--- config.mk ---
export PLATFORM = sky130hd
export DESIGN_NAME = lwc_feistel_core
export DESIGN_NICKNAME = d
export VERILOG_FILES = /design/src/rtl/lwc_pkg.sv /design/src/rtl/lwc_mix.sv /design/src/rtl/lwc_seq.sv /design/src/rtl/lwc_feistel_core.sv
export SDC_FILE = /design/constraint.sdc
export NUM_CORES = 1
export LEC_CHECK = 0
export BUFFER_PORTS_ARGS = -buffer_cell sky130_fd_sc_hd__buf_4
export CAP_MARGIN = 20
export CORE_ASPECT_RATIO = 1.75
export CORE_UTILIZATION = 45
export CTS_CLUSTER_SIZE = 12
export DETAILED_ROUTE_END_ITERATION = 16
export SLEW_MARGIN = 20
export SYNTH_ARGS = -nofsm -noshare
export SYNTH_HDL_FRONTEND = slang
export SYNTH_SLANG_ARGS = --single-unit
--- constraint.sdc ---
create_clock -name clk_i -period 6.95 [get_ports clk_i]
set_clock_uncertainty 0.2 [all_clocks]
set_input_delay 0.695 -clock clk_i [delete_from_list [all_inputs] [get_ports clk_i]]
set_output_delay 0.695 -clock clk_i [all_outputs]
set_load 0.05 [all_outputs]
--- src/rtl/lwc_pkg.sv ---
package lwc_pkg;

   // 3-bit substitution: 0..7 -> 0,5,6,7,4,3,1,2
   function automatic logic [2:0] sub3(input logic [2:0] x);
      logic [2:0] y;
      case (x)
         3'd0:    y = 3'd0;
         3'd1:    y = 3'd5;
         3'd2:    y = 3'd6;
         3'd3:    y = 3'd7;
         3'd4:    y = 3'd4;
         3'd5:    y = 3'd3;
         3'd6:    y = 3'd1;
         default: y = 3'd2;
      endcase
      return y;
   endfunction

   // default round count, forced odd
   function automatic int nr_default(input int n, input int b);
      int r;
      r = (3 * n) / 4 + 2 * (n / (2 * b) + b / 2);
      return r | 1;
   endfunction

endpackage

--- src/rtl/lwc_mix.sv ---
// Word-wise add, sliced substitution across word triples, triple bit rotation.
module lwc_mix #(
   parameter int B         = 8,
   parameter int NB        = 6,
   parameter int ADD_WORDS = NB
) (
   input  logic [B*NB-1:0]        x_i,
   input  logic [B*ADD_WORDS-1:0] y_i,
   output logic [B*NB-1:0]        z_o
);
   localparam int H  = B * NB;
   localparam int NG = NB / 3;

   if (NB % 3 != 0) begin : g_err_nb
      $error("lwc_mix: word count must be a multiple of 3");
   end
   if (ADD_WORDS < 1 || ADD_WORDS > NB) begin : g_err_add
      $error("lwc_mix: adder count out of range");
   end
   if (B < 2) begin : g_err_b
      $error("lwc_mix: word size below 2");
   end

   logic [H-1:0] sum;
   logic [H-1:0] sb;

   for (genvar j = 0; j < NB; j++) begin : g_add
      if (j < ADD_WORDS) begin : g_on
         assign sum[j*B +: B] = x_i[j*B +: B] + y_i[j*B +: B];
      end else begin : g_off
         assign sum[j*B +: B] = x_i[j*B +: B];
      end
   end

   for (genvar g = 0; g < NG; g++) begin : g_grp
      localparam int W0 = 3 * g * B;
      localparam int W1 = W0 + B;
      localparam int W2 = W0 + 2 * B;
      for (genvar p = 0; p < B; p++) begin : g_bit
         logic [2:0] tin;
         assign tin = {sum[W2+p], sum[W1+p], sum[W0+p]};
         assign {sb[W2+p], sb[W1+p], sb[W0+p]} = lwc_pkg::sub3(tin);
      end
      assign z_o[W0 +: B] = {sb[W0], sb[W0+1 +: B-1]};
      assign z_o[W1 +: B] = sb[W1 +: B];
      assign z_o[W2 +: B] = {sb[W2 +: B-1], sb[W2+B-1]};
   end

endmodule

--- src/rtl/lwc_seq.sv ---
// Round counter, round constant and completion pulse.
module lwc_seq #(
   parameter int NR    = 93,
   parameter int CBITS = 6,
   parameter int CNTW  = $clog2(NR)
) (
   input  logic             clk_i,
   input  logic             rst_ni,
   input  logic             start_i,
   output logic             load_o,
   output logic             busy_o,
   output logic             mid_o,
   output logic             last_o,
   output logic             done_o,
   output logic [CNTW-1:0]  cnt_o,
   output logic [CBITS-1:0] rc_o
);
   localparam int MID = NR / 2;
   localparam logic [CNTW-1:0] MIDC  = CNTW'(MID);
   localparam logic [CNTW-1:0] LASTC = CNTW'(NR - 1);

   logic            busy_q, done_q;
   logic [CNTW-1:0] cnt_q;

   assign load_o = start_i & ~busy_q;
   assign mid_o  = busy_q & (cnt_q == MIDC);
   assign last_o = busy_q & (cnt_q == LASTC);
   assign busy_o = busy_q;
   assign done_o = done_q;
   assign cnt_o  = cnt_q;

   always_comb begin
      if (cnt_q < MIDC) rc_o = CBITS'(cnt_q + CNTW'(1));
      else              rc_o = CBITS'(LASTC - cnt_q);
   end

   always_ff @(posedge clk_i or negedge rst_ni) begin
      if (!rst_ni) begin
         busy_q <= 1'b0;
         done_q <= 1'b0;
         cnt_q  <= '0;
      end else begin
         done_q <= last_o;
         if (load_o) begin
            busy_q <= 1'b1;
            cnt_q  <= '0;
         end else if (busy_q) begin
            if (cnt_q == LASTC) begin
               busy_q <= 1'b0;
               cnt_q  <= '0;
            end else begin
               cnt_q <= cnt_q + CNTW'(1);
            end
         end
      end
   end

   AST_DONE_PULSE: assert property (@(posedge clk_i) disable iff (!rst_ni)
      done_q |=> !done_q);
   AST_DONE_IDLE: assert property (@(posedge clk_i) disable iff (!rst_ni)
      done_q |-> !busy_q);
   AST_CNT_BOUND: assert property (@(posedge clk_i) disable iff (!rst_ni)
      busy_q |-> (cnt_q <= LASTC));
   AST_START_IGNORED: assert property (@(posedge clk_i) disable iff (!rst_ni)
      (busy_q && start_i && cnt_q != LASTC) |=>
         (busy_q && cnt_q == $past(cnt_q) + CNTW'(1)));

endmodule

--- src/rtl/lwc_feistel_core.sv ---
module lwc_feistel_core #(
   parameter int N  = 96,
   parameter int B  = 8,
   parameter int NR = lwc_pkg::nr_default(N, B)
) (
   input  logic         clk_i,
   input  logic         rst_ni,
   input  logic         start_i,
   input  logic         decrypt_i,
   input  logic [N-1:0] text_i,
   input  logic [N-1:0] key_i,
   output logic [N-1:0] result_o,
   output logic         done_o
);
   localparam int H      = N / 2;
   localparam int NB     = H / B;
   localparam int MID    = NR / 2;
   localparam int CNTW   = $clog2(NR);
   localparam int CBITS  = $clog2(MID + 1);
   localparam int CWORDS = (CBITS + B - 1) / B;
   localparam int CVW    = CWORDS * B;

   if (N % (6 * B) != 0) begin : g_err_n
      $error("lwc_feistel_core: N must be a multiple of 6*B");
   end
   if (NR % 2 == 0 || NR < 3) begin : g_err_nr
      $error("lwc_feistel_core: NR must be odd and at least 3");
   end
   if (CWORDS > NB) begin : g_err_c
      $error("lwc_feistel_core: round constant wider than a key half");
   end

   logic            load, busy, mid, last;
   logic [CNTW-1:0] cnt;
   logic [CBITS-1:0] rc;

   lwc_seq #(.NR(NR), .CBITS(CBITS), .CNTW(CNTW)) u_seq (
      .clk_i  (clk_i),
      .rst_ni (rst_ni),
      .start_i(start_i),
      .load_o (load),
      .busy_o (busy),
      .mid_o  (mid),
      .last_o (last),
      .done_o (done_o),
      .cnt_o  (cnt),
      .rc_o   (rc)
   );

   logic [N-1:0] st_q, ks_q, res_q;
   logic         dec_q;

   // data round
   logic [H-1:0] s_l, s_r, rk, fin, g_out, l_rot, x_inv;
   logic [N-1:0] st_nx;

   assign s_l   = st_q[N-1:H];
   assign s_r   = st_q[H-1:0];
   assign rk    = (cnt <= CNTW'(MID)) ? ks_q[H-1:0] : ks_q[N-1:H];
   assign fin   = dec_q ? s_l : s_r;
   assign l_rot = {s_l[H-B-1:0], s_l[H-1:H-B]};
   assign x_inv = s_r ^ g_out;

   lwc_mix #(.B(B), .NB(NB), .ADD_WORDS(NB)) u_mix_d (
      .x_i(fin), .y_i(rk), .z_o(g_out)
   );

   assign st_nx = dec_q ? {x_inv[B-1:0], x_inv[H-1:B], s_l}
                        : {s_r, l_rot ^ g_out};

   // key round
   logic [N-1:0]   kin, ks_nx;
   logic [H-1:0]   k_mix, k_rot;
   logic [CVW-1:0] cvec;

   assign kin   = mid ? {ks_q[H-1:0], ks_q[N-1:H]} : ks_q;
   assign cvec  = CVW'(rc);
   assign k_rot = {k_mix[H-B-1:0], k_mix[H-1:H-B]};

   lwc_mix #(.B(B), .NB(NB), .ADD_WORDS(CWORDS)) u_mix_k (
      .x_i(kin[H-1:0]), .y_i(cvec), .z_o(k_mix)
   );

   assign ks_nx = {kin[H-1:0], kin[N-1:H] ^ k_rot};

   always_ff @(posedge clk_i or negedge rst_ni) begin
      if (!rst_ni) begin
         st_q  <= '0;
         ks_q  <= '0;
         res_q <= '0;
         dec_q <= 1'b0;
      end else if (load) begin
         st_q  <= decrypt_i ? {text_i[H-1:0], text_i[N-1:H]} : text_i;
         ks_q  <= key_i;
         dec_q <= decrypt_i;
      end else if (busy) begin
         st_q <= st_nx;
         ks_q <= ks_nx;
         if (last) res_q <= dec_q ? st_nx : {st_nx[H-1:0], st_nx[N-1:H]};
      end
   end

   assign result_o = res_q;

   AST_RESULT_HELD: assert property (@(posedge clk_i) disable iff (!rst_ni)
      !done_o |-> $stable(result_o));
   AST_LOAD_ACCEPT: assert property (@(posedge clk_i) disable iff (!rst_ni)
      (start_i && !busy) |=> (busy && !done_o));

endmodule

## Word level (Yosys, flattened, before mapping)

Index checks and enable logic that the tools add are counted.
Widths: inputs -> output; s select.

- Reduce and logical (&&, ||, !) cells: 34
- Muxes and demuxes: 49
- Eq/ne operators: 194
- Bitwise gates (word level): 8
- Add/subtract/negate cells: 9
- Order comparisons: 2

Operators by type and width:

| cell | number |
|---|---|
| $mux 96 | 8 |
| $pmux 3 s7 | 32 |
| $eq 3x3->1 const B | 96 |
| $eq 3x2->1 const B | 64 |
| $xor 48x48->48 | 3 |
| $eq 3x1->1 const B | 32 |
| $logic_not 3->1 | 32 |
| $mux 48 | 2 |
| $add 8x8->8 | 6 |
| $mux 7 | 3 |
| $add 8x6->8 | 1 |
| $add 7x1->7 const B | 1 |
| $eq 7x6->1 const B | 1 |
| $eq 7x7->1 const B | 1 |
| $le 7x6->1 const B | 1 |
| $lt 7x6->1 const B | 1 |
| $mux 6 | 1 |
| $sub 5x6->6 const A | 1 |
| $and 1x1->1 | 3 |
| $mux 1 | 3 |
| $reduce_and 3->1 | 1 |
| $not 1->1 | 2 |
| $reduce_bool 2->1 | 1 |

- Register bits after elaboration: 298
- Word-level logic and storage cells: 303

## Longest topological paths before layout

Gate-level depths: netlist of the first run.

- Word-level depth: 9
- Depth in mapped cells: 20
- Depth with buffers taken out: 17

## Hierarchy

Synthesis of the first run repeated with hierarchy kept, for this count alone.

- Cells, all modules: 2,427
- Area total of the unflattened synthesis: 22,871.9 um^2

Modules (own cells, without submodules):

| module | cells an instance | area each (um^2) | times used | seq. area each (um^2) |
|---|---|---|---|---|
| lwc_feistel_core | 1,903 | 18,711.7 | 1 | 7,231.9 |
| lwc_mix at u_mix_d | 291 | 2,285.9 | 1 | 0.0 |
| lwc_mix at u_mix_k | 144 | 1,113.6 | 1 | 0.0 |
| lwc_seq | 89 | 760.7 | 1 | 225.2 |

## Worst setup path after synthesis of the first run

Ideal clock, no wire load.

- Path kind: reg-to-reg
- From: register u_seq.cnt_q[0], in the netlist u_seq.cnt_o[0]
- To: register res_q[95], in the netlist result_o[95]
- Setup time: 82 ps
- Arrival: 4,701 ps
- Buffers on the path: 2
- Stages on the path, launching flop included: 19
- Path slack: 1,967 ps
- Cell sequence: dfrtp_1 -> inv_1 -> ha_1 -> and2_1 -> and2_4 -> buf_6 -> nor2_1 -> clkbuf_1 -> mux2_2 -> ha_1 -> fa_1 -> a21o_1 -> a21oi_1 -> nor2_1 -> o311ai_0 -> xnor2_1 -> xnor2_1 -> or2_2 -> a31oi_1

- Cells in the longest elaborated chain, start to end: 8
- Elaborated cells on any way between the ends: 31
- Classes of those cells: 6 x add/sub; 1 x order compare; 13 x eq/ne; 5 x mux; 3 x bitwise; 3 x reduce/logical

RTL lines:

| what | RTL line | RTL |
|---|---|---|
| start: declaration | lwc_seq.sv:23 | `logic [CNTW-1:0] cnt_q;` |
| start signal: assignment | lwc_seq.sv:52 | `cnt_q <= cnt_q + CNTW'(1);` |
| $le 7x6->1 | lwc_feistel_core.sv:59 | `assign rk = (cnt <= CNTW'(MID)) ? ks_q[H-1:0] : ks_q[N-1:H];` |
| $mux 48 | lwc_feistel_core.sv:59 |  |
| $add 8x8->8 | lwc_mix.sv:29 | `assign sum[j*B +: B] = x_i[j*B +: B] + y_i[j*B +: B];` |
| $eq 3x3->1, or another cell as far along | lwc_pkg.sv:6 | `case (x)` |
| $pmux 3 s7 | lwc_pkg.sv:6 |  |
| $xor 48x48->48 (on tied branches) | lwc_feistel_core.sv:69, lwc_feistel_core.sv:62 |  |
| $mux 96 | lwc_feistel_core.sv:68 | `assign st_nx = dec_q ? {x_inv[B-1:0], x_inv[H-1:B], s_l}` |
| $mux 96 | lwc_feistel_core.sv:99 | `if (last) res_q <= dec_q ? st_nx : {st_nx[H-1:0], st_nx[N-1:H]};` |
| end signal: assignment | lwc_feistel_core.sv:99 |  |
| end: declaration | lwc_feistel_core.sv:50 | `logic [N-1:0] st_q, ks_q, res_q;` |

Several ways; a longest one is shown, not always the timed one.
A chain may end at the register's enable or synchronous reset.

## Final worst setup path of the first run

- From: register u_seq.cnt_q[0], in the netlist u_seq.cnt_o[0]
- To: register st_q[23]

- Cells in the longest elaborated chain, start to end: 9
- Elaborated cells on any way between the ends: 17
- Classes of those cells: 3 x add/sub; 1 x order compare; 6 x eq/ne; 5 x mux; 1 x bitwise; 1 x reduce/logical

RTL lines:

| what | RTL line | RTL |
|---|---|---|
| $le 7x6->1 * | lwc_feistel_core.sv:59 |  |
| $mux 48 * | lwc_feistel_core.sv:59 |  |
| $add 8x8->8 | lwc_mix.sv:29 |  |
| $eq 3x3->1, or another cell as far along | lwc_pkg.sv:6 |  |
| $pmux 3 s7 * | lwc_pkg.sv:6 |  |
| $xor 48x48->48 * | lwc_feistel_core.sv:69 | `: {s_r, l_rot ^ g_out};` |
| $mux 96 * | lwc_feistel_core.sv:68 |  |
| $mux 96 * | lwc_feistel_core.sv:96 | `end else if (busy) begin` |
| $mux 96 * | lwc_feistel_core.sv:92 | `end else if (load) begin` |
| end signal: assignment | lwc_feistel_core.sv:93 | `st_q <= decrypt_i ? {text_i[H-1:0], text_i[N-1:H]} : text_i;` |
| end signal: assignment | lwc_feistel_core.sv:97 | `st_q <= st_nx;` |
| end: declaration | lwc_feistel_core.sv:50 |  |

Mark *: on every way between the ends. The rest lies on a longest branch, timed or not. The select of a mux whose other input is x is not followed.

==> impl_metrics.env, run 1 <==
export IMPL_syn2layout_area_growth_pct=16.3
export IMPL_die_x_um=168
export IMPL_reg2reg_from="u_seq.cnt_o[0]"
export IMPL_ant_nets=0
export IMPL_synth_area_per_cell_sq_um=8.18
export IMPL_clockRootBuffer="clkbuf_16"
export IMPL_worst_path_max_fanout=21
export IMPL_yosys_area_share_simple_pct=18.2
export IMPL_startpoint="u_seq.cnt_o[0]"
export IMPL_synth_fp_nets=2910
export IMPL_clkLatencyLatePin_ns=0.55
export IMPL_postSynthCellCount=2656
export IMPL_reg2reg_slack_ns=1.81
export IMPL_grt_pass1_vias=19900
export IMPL_fin_crit_sh_pct=73.9
export IMPL_core_area_sq_um=47700
export IMPL_mappedNetlistArea_sq_um=21700
export IMPL_wirelength_um=80800
export IMPL_grt_pass1_wl_um=121000
export IMPL_start_kind="flop"
export IMPL_finalSetupViolCount=0
export IMPL_synth_top_area_share_pct=34.3
export IMPL_initial_core_util_pct=45.5
export IMPL_period_needed_ns=5.14
export IMPL_synthTopCellsByArea="dfrtp_1, mux2i_1, nor2_1, nand2_1, xnor2_1"
export IMPL_initialDrtViolationCount=1553
export IMPL_clk_path_buf_depth=3
export IMPL_num_antenna_cells=0
export IMPL_critPathCapture="st_q[23]"
export IMPL_ys_types=75
export IMPL_place_gp_congestion=0.944
export IMPL_cp_data_arrival_time_ns=5.39
export IMPL_grt_ovfl_total=0
export IMPL_crit_type="flop to flop"
export IMPL_clock_sinks=298
export IMPL_wl_per_cell_um=23.6
export IMPL_cp_end_kind="flop"
export IMPL_vias=20300
export IMPL_fmax_mhz=195
export IMPL_clk_pin_slew_worst_paths_ns=0.06
export IMPL_finalHoldViolCount=0
export IMPL_drive_above_1_share_pct=15.9
export IMPL_io_pins=293
export IMPL_async_flop_share_pct=100
export IMPL_fillerInstances=4631
export IMPL_portBuffers=292
export IMPL_grt_max_degree=133
export IMPL_fin_tns_setup_ns=0
export IMPL_rr_endpoint="st_q[23]"
export IMPL_hpwl_um=60500
export IMPL_worstMarginPinSlew_ns=1.02
export IMPL_synth_top_family_by_area="simple AND/OR/NAND/NOR gates"
export IMPL_cts_max_level=2
export IMPL_maxSlewHeadroom_pct=31.7
export IMPL_seqCellArea_sq_um=7460
export IMPL_dieArea_sq_um=49200
export IMPL_rows=106
export IMPL_maxSlewViolCount=0
export IMPL_synth_edff_count=0
export IMPL_yosysSeqAreaShare_pct=34.3
export IMPL_multi_input_area_sq_um=13400
export IMPL_outcome="complete, no violations"
export IMPL_cts_resized_gates=0
export IMPL_antenna_found_initial=0
export IMPL_nNetsFinal=3059
export IMPL_yosys_warnings=0
export IMPL_grt_use_total_pct=32.7
export IMPL_rsz0062_at_grt="no"
export IMPL_synth_top_area_cell="dfrtp_1"
export IMPL_worstPathRequired_ns=7.20
export IMPL_max_cap_viol_count=0
export IMPL_r2r_worst_path_cells=18
export IMPL_fp_dieH_um=293
export IMPL_ys_ff_latch=298
export IMPL_synth_ff_type="dfrtp_1"
export IMPL_tritoncts_num_buffers=35
export IMPL_cts_tree="yes"
export IMPL_synth_mux_area_fraction_pct=11.9
export IMPL_vias_per_cell=5.92
export IMPL_drc=0
export IMPL_worstHoldPathType="input port to flop"
export IMPL_synth_xor_area_share_pct=11.2
export IMPL_synth_compound_area_share_pct=16.5
export IMPL_yosys_area_share_adder_pct=3.58
export IMPL_dr_pass1_iters=5
[cell usage after synthesis (5+ instances only)]
cell type,number
ha_1,51
buf_1,33
clkbuf_2,8
and3_1,20
nand2_1,366
fa_1,7
mux2i_1,199
o21a_1,9
nor2_1,434
nor2b_1,27
mux2_2,49
dfrtp_1,298
xnor2_1,148
o22a_1,16
inv_1,24
nand3_1,12
o31ai_1,6
clkbuf_1,156
nand2b_1,11
o21ai_0,141
a21o_1,20
o22ai_1,42
o211ai_1,22
a31oi_1,120
xnor3_1,7
a21oi_1,176
nor3_1,38
or3_1,5
a211oi_1,10
xor2_1,110
buf_2,5
[cells by family after synthesis]
group	count (synthesis)
fa+ha+maj	58
mux	250
simple gates	950
xor+xnor	266
buf+inv	232
compound gates	602
flops	298
[sequential cells by signal, indices dropped and copies added (netlist names)]
name          flops
result_o         96
st_q             96
u_seq.cnt_o       7
u_seq.busy_o      1
u_seq.done_o      1
dec_q             1
ks_q             96
[routing by layer]
layer  routed length, um  GRT usage [%]
met5                   0              0
met4                4820           17.7
met3                4210           3.40
met2               40900           57.9
met1               30900           38.7
[final cells by class]
| cell class | count | area share, % |
|---|---|---|
| tap | 594 | 2.94 |
| timing repair buffer | 318 | 9.63 |
| inverter | 26 | 0.396 |
| clock inverter | 9 | 0.560 |
| multi-input combinational | 2126 | 52.9 |
| sequential | 298 | 29.6 |
| clock buffer | 52 | 4.00 |
[worst max-delay path, stage by stage, from the launching register on]
cell and delay (ns):
dfrtp_1 0.43, inv_1 0.13, ha_1 0.20, and2_1 0.18, and2_4 0.19, nor2_4 0.40
buf_4 0.38, mux2_2 0.38, ha_1 0.21, fa_1 0.46, a21o_1 0.19, a21oi_1 0.30
o211ai_1 0.14, o2111ai_1 0.20, nor2_1 0.11, xnor2_1 0.34, xnor2_1 0.11, or2_2 0.30
a31oi_1 0.17
[timing repair]
item / 4_1_cts / 5_1_grt
buffers inserted: 0 / 0
hold endpoints to repair: 12 / 0
hold buffers: 1 / 0
[how the worst min path moves through the flow]
stage                         endpoint  slack [ns]         start  depth (start not counted)
after floorplan                  dec_q        0.20        rst_ni                          0
after global placement    result_o[14]        0.27  result_o[14]                          2
after detailed placement  result_o[44]        0.27  result_o[44]                          2
after CTS                     ks_q[92]        0.20     key_i[92]                          3
after global routing          ks_q[88]        0.22     key_i[88]                          3
final                         ks_q[92]        0.22     key_i[92]                          3
[cell usage in the layout (no fill, tap or decap), types with 38 or more instances in the layout]
cell	netlist	layout
mux2_2	49	49
nor2_1	434	432
nand2_1	366	366
nor3_1	38	38
ha_1	51	51
a31oi_1	120	120
mux2i_1	199	199
o22ai_1	42	42
xor2_1	110	110
a21oi_1	176	176
xnor2_1	148	148
buf_4	0	312
o21ai_0	141	141
dfrtp_1	298	296
[stage by stage]
step           instances  util (%)  area (sq um)  worst slack [ns]  hold slack [ns]
2_1_floorplan       2656         -         21700              1.97            0.199
5_1_grt             3423      52.9         25300              1.48            0.219
6_report            3423      52.9         25300              1.81            0.219
3_3_place_gp        3360      50.4         24100              1.68            0.268
4_1_cts             3422      52.9         25200              1.84            0.204
3_5_place_dp        3360      50.4         24100              1.87            0.266
Power of run 1 is left out: the tool's default activity adds up to more than one toggle a clock period on the data nets, which glitch-free logic cannot reach.
==> run 2: changes to the inputs <==
ABC_AREA = 1   (was not set)
clock period = 5.2 ns   (was 6.95 ns; I/O delays follow)
==> impl_metrics.env, run 2 <==
export IMPL_worst_path_stages=21
export IMPL_vias_per_cell=5.67
export IMPL_fp_dieH_um=291
export IMPL_synth_ff_type="dfrtp_1"
export IMPL_cp_end_kind="flop"
export IMPL_reg2reg_from="u_seq.cnt_o[0]"
export IMPL_reg2reg_slack_ns=0.53
export IMPL_fin_tns_setup_ns=0
export IMPL_grt_ovfl_total=0
export IMPL_syn2layout_area_growth_pct=19.9
export IMPL_met2_usage_pct=60.9
export IMPL_outcome="complete, no violations"
export IMPL_initialDrtViolationCount=1865
export IMPL_synth_edff_count=0
export IMPL_path_delay_family="simple AND/OR/NAND/NOR gates"
export IMPL_r2r_worst_path_cells=21
export IMPL_final_area_sq_um=25800
export IMPL_nNetsFinal=3655
export IMPL_wirelength_um=85800
export IMPL_worstMarginPinSlew_ns=0.996
export IMPL_rsz0062_at_grt="no"
export IMPL_core_area_sq_um=47000
export IMPL_synth_top_area_share_pct=34.7
export IMPL_cts_max_level=2
export IMPL_leakagePower_uw=0.0132
export IMPL_drc=0
export IMPL_period_needed_ns=4.67
export IMPL_synth_fp_nets=3410
export IMPL_clock_sinks=298
export IMPL_powerDensity_nw_per_um2=762
export IMPL_postSynthCellCount=3156
export IMPL_worstPathCellList="inv_1, ha_1, inv_1, nor2_2, nand2_1, nand2_4, buf_12, nor2_1, a21oi_1, ha_1, a21oi_1, nand2_1, xor2_1, nor2_1, xnor2_1, buf_4, nand2_1, nand3_1, o21ai_0, nand2_1, o211ai_1"
export IMPL_antenna_found_initial=1
export IMPL_grt_use_total_pct=34.9
export IMPL_worst_path_max_fanout=61
export IMPL_yosys_warnings=0
export IMPL_portBuffers=292
export IMPL_grt_max_degree=134
export IMPL_clk_pin_slew_worst_paths_ns=0.06
export IMPL_totalPowerFinal_uw=19600
export IMPL_cts_tree="yes"
export IMPL_fmax_mhz=214
export IMPL_ant_nets=0
export IMPL_yosysSeqAreaShare_pct=34.7
export IMPL_fin_crit_sh_pct=89.8
export IMPL_ir_drop_mv=0.411
export IMPL_critPathCapture="st_q[90]"
export IMPL_max_cap_viol_count=0
export IMPL_clockRootBuffer="clkbuf_16"
export IMPL_met1_usage_pct=40.4
export IMPL_clkLatencyLatePin_ns=0.54
export IMPL_cp_slowest_stage_delay_ns=0.40
export IMPL_maxSlewHeadroom_pct=32.9
export IMPL_crit_top_cell="nand2_1"
export IMPL_synth_top_area_cell="dfrtp_1"
export IMPL_hpwl_um=64300
export IMPL_crit_buf_inv=4
export IMPL_post_cts_buffers=0
export IMPL_clk_path_buf_depth=3
export IMPL_startpoint="u_seq.cnt_o[0]"
export IMPL_maxSlewViolCount=0
export IMPL_vias=22800
export IMPL_crit_type="flop to flop"
export IMPL_tritoncts_num_buffers=35
export IMPL_worst_path_max_delay_cell="dfrtp_1"
export IMPL_finalSetupViolCount=0
export IMPL_dr_pass1_iters=6
export IMPL_holdBufCountCts=32
export IMPL_final_cell_mix="nand2_1, o21ai_0, buf_4, inv_1, dfrtp_1"
export IMPL_finalHoldViolCount=0
export IMPL_dieArea_sq_um=48600
export IMPL_worstPathRequired_ns=5.38
export IMPL_busiest_layer="met2"
export IMPL_place_gp_congestion=0.984
export IMPL_ys_types=44
export IMPL_io_pins=293
export IMPL_utilization_pct=54.8
export IMPL_rr_endpoint="st_q[90]"
export IMPL_grt_pass1_vias=22000
export IMPL_drive_above_1_share_pct=13.3
export IMPL_rows=105
export IMPL_async_flop_share_pct=100
export IMPL_cts_resized_gates=0
export IMPL_initial_core_util_pct=45.7
export IMPL_yosysMostFrequentCell="nand2_1"
export IMPL_synthTopCellsByArea="dfrtp_1, nand2_1, o21ai_0, inv_1, nand3_1"
export IMPL_synth_area_per_cell_sq_um=6.81
export IMPL_start_kind="flop"
export IMPL_cp_data_arrival_time_ns=4.85
export IMPL_yosys_top_cells_count="nand2_1, o21ai_0, inv_1, dfrtp_1, nand3_1"
export IMPL_wl_per_cell_um=21.4
export IMPL_die_x_um=167
export IMPL_grt_pass1_wl_um=129000
export IMPL_ys_ff_latch=298
export IMPL_worstHoldPathType="input port to flop"
export IMPL_layout_commonest_cell="nand2_1"
export IMPL_mappedNetlistArea_sq_um=21500
export IMPL_place_area_sq_um=24300
export IMPL_grt_util_met3_pct=3.54
[run 2: cell types whose count changed in the layout (fill, tap and decap cells not counted), sizes merged, moves of 69 or more]
cell | before | now
nor2 | 434 | 151
a31oi | 120 | 48
mux2i | 199 | 5
nand3 | 13 | 225
inv | 27 | 318
xnor2 | 148 | 51
o221ai | 1 | 70
nand2 | 367 | 1002
o21ai | 144 | 417
[run 2: metal layers]
layer	wire length, um	vias to the layer above	share of wire, %
li1	-	10900	-
met1	32700	10700	38
met2	41800	959	49
met3	5040	205	5.9
met4	6330	0	7.4
met5	0	-	0
[run 2: worst min-delay path by stage]
stage	startpoint	end	slack, ns	cells after the start
6_report	key_i[67]	ks_q[67]	0.006	3
5_1_grt	key_i[62]	ks_q[62]	0.02	3
4_1_cts	key_i[67]	ks_q[67]	0.002	3
3_5_place_dp	result_o[9]	result_o[9]	0.26	2
3_3_place_gp	result_o[28]	result_o[28]	0.25	2
2_1_floorplan	rst_ni	dec_q	0.02	0
[run 2: cells by family after synthesis]
family,after synthesis,share of synthesized area [%]
AO/OA/AOI/OAI,771,20.6
adder cells (fa/ha/maj),58,3.62
flip-flops,298,34.7
XOR/XNOR,120,4.89
buffers and inverters,487,8.94
multiplexers,7,0.338
AND/OR/NAND/NOR,1415,26.9
[run 2: worst min-delay path, stage by stage]
cell      delay, ns
buf_4          0.07
nand2_1        0.04
o221ai_1       0.06
[run 2: power breakdown]
part / switching [uW] / internal, uW / total [uW] / leakage, uW
Clock: 1060 / 1560 / 2620 / 0.000570
Combinational: 8650 / 4500 / 13200 / 0.00890
Sequential: 686 / 3180 / 3870 / 0.00373
Total: 10400 / 9240 / 19600 / 0.0132
[run 2: area by class of cell]
class                      count  area [sq um]
timing repair buffer         376          3050
fill                        4619         21300
multi-input combinational   2371         12100
sequential                   298          7460
antenna                        1          2.50
tap                          588           736
clock buffer                  52          1020
inverter                     319          1200
clock inverter                 9           151
[run 2: stage by stage]
stage	worst slack (ns)	hold WS (ns)	instances
6_report	0.532	0.00596	4014
4_1_cts	0.544	0.00186	4013
3_5_place_dp	0.587	0.261	3920
3_3_place_gp	0.604	0.255	3920
2_1_floorplan	1.24	0.0244	3156
5_1_grt	0.186	0.0166	4014
No activity file was read; power rests on OpenSTA's default activity.
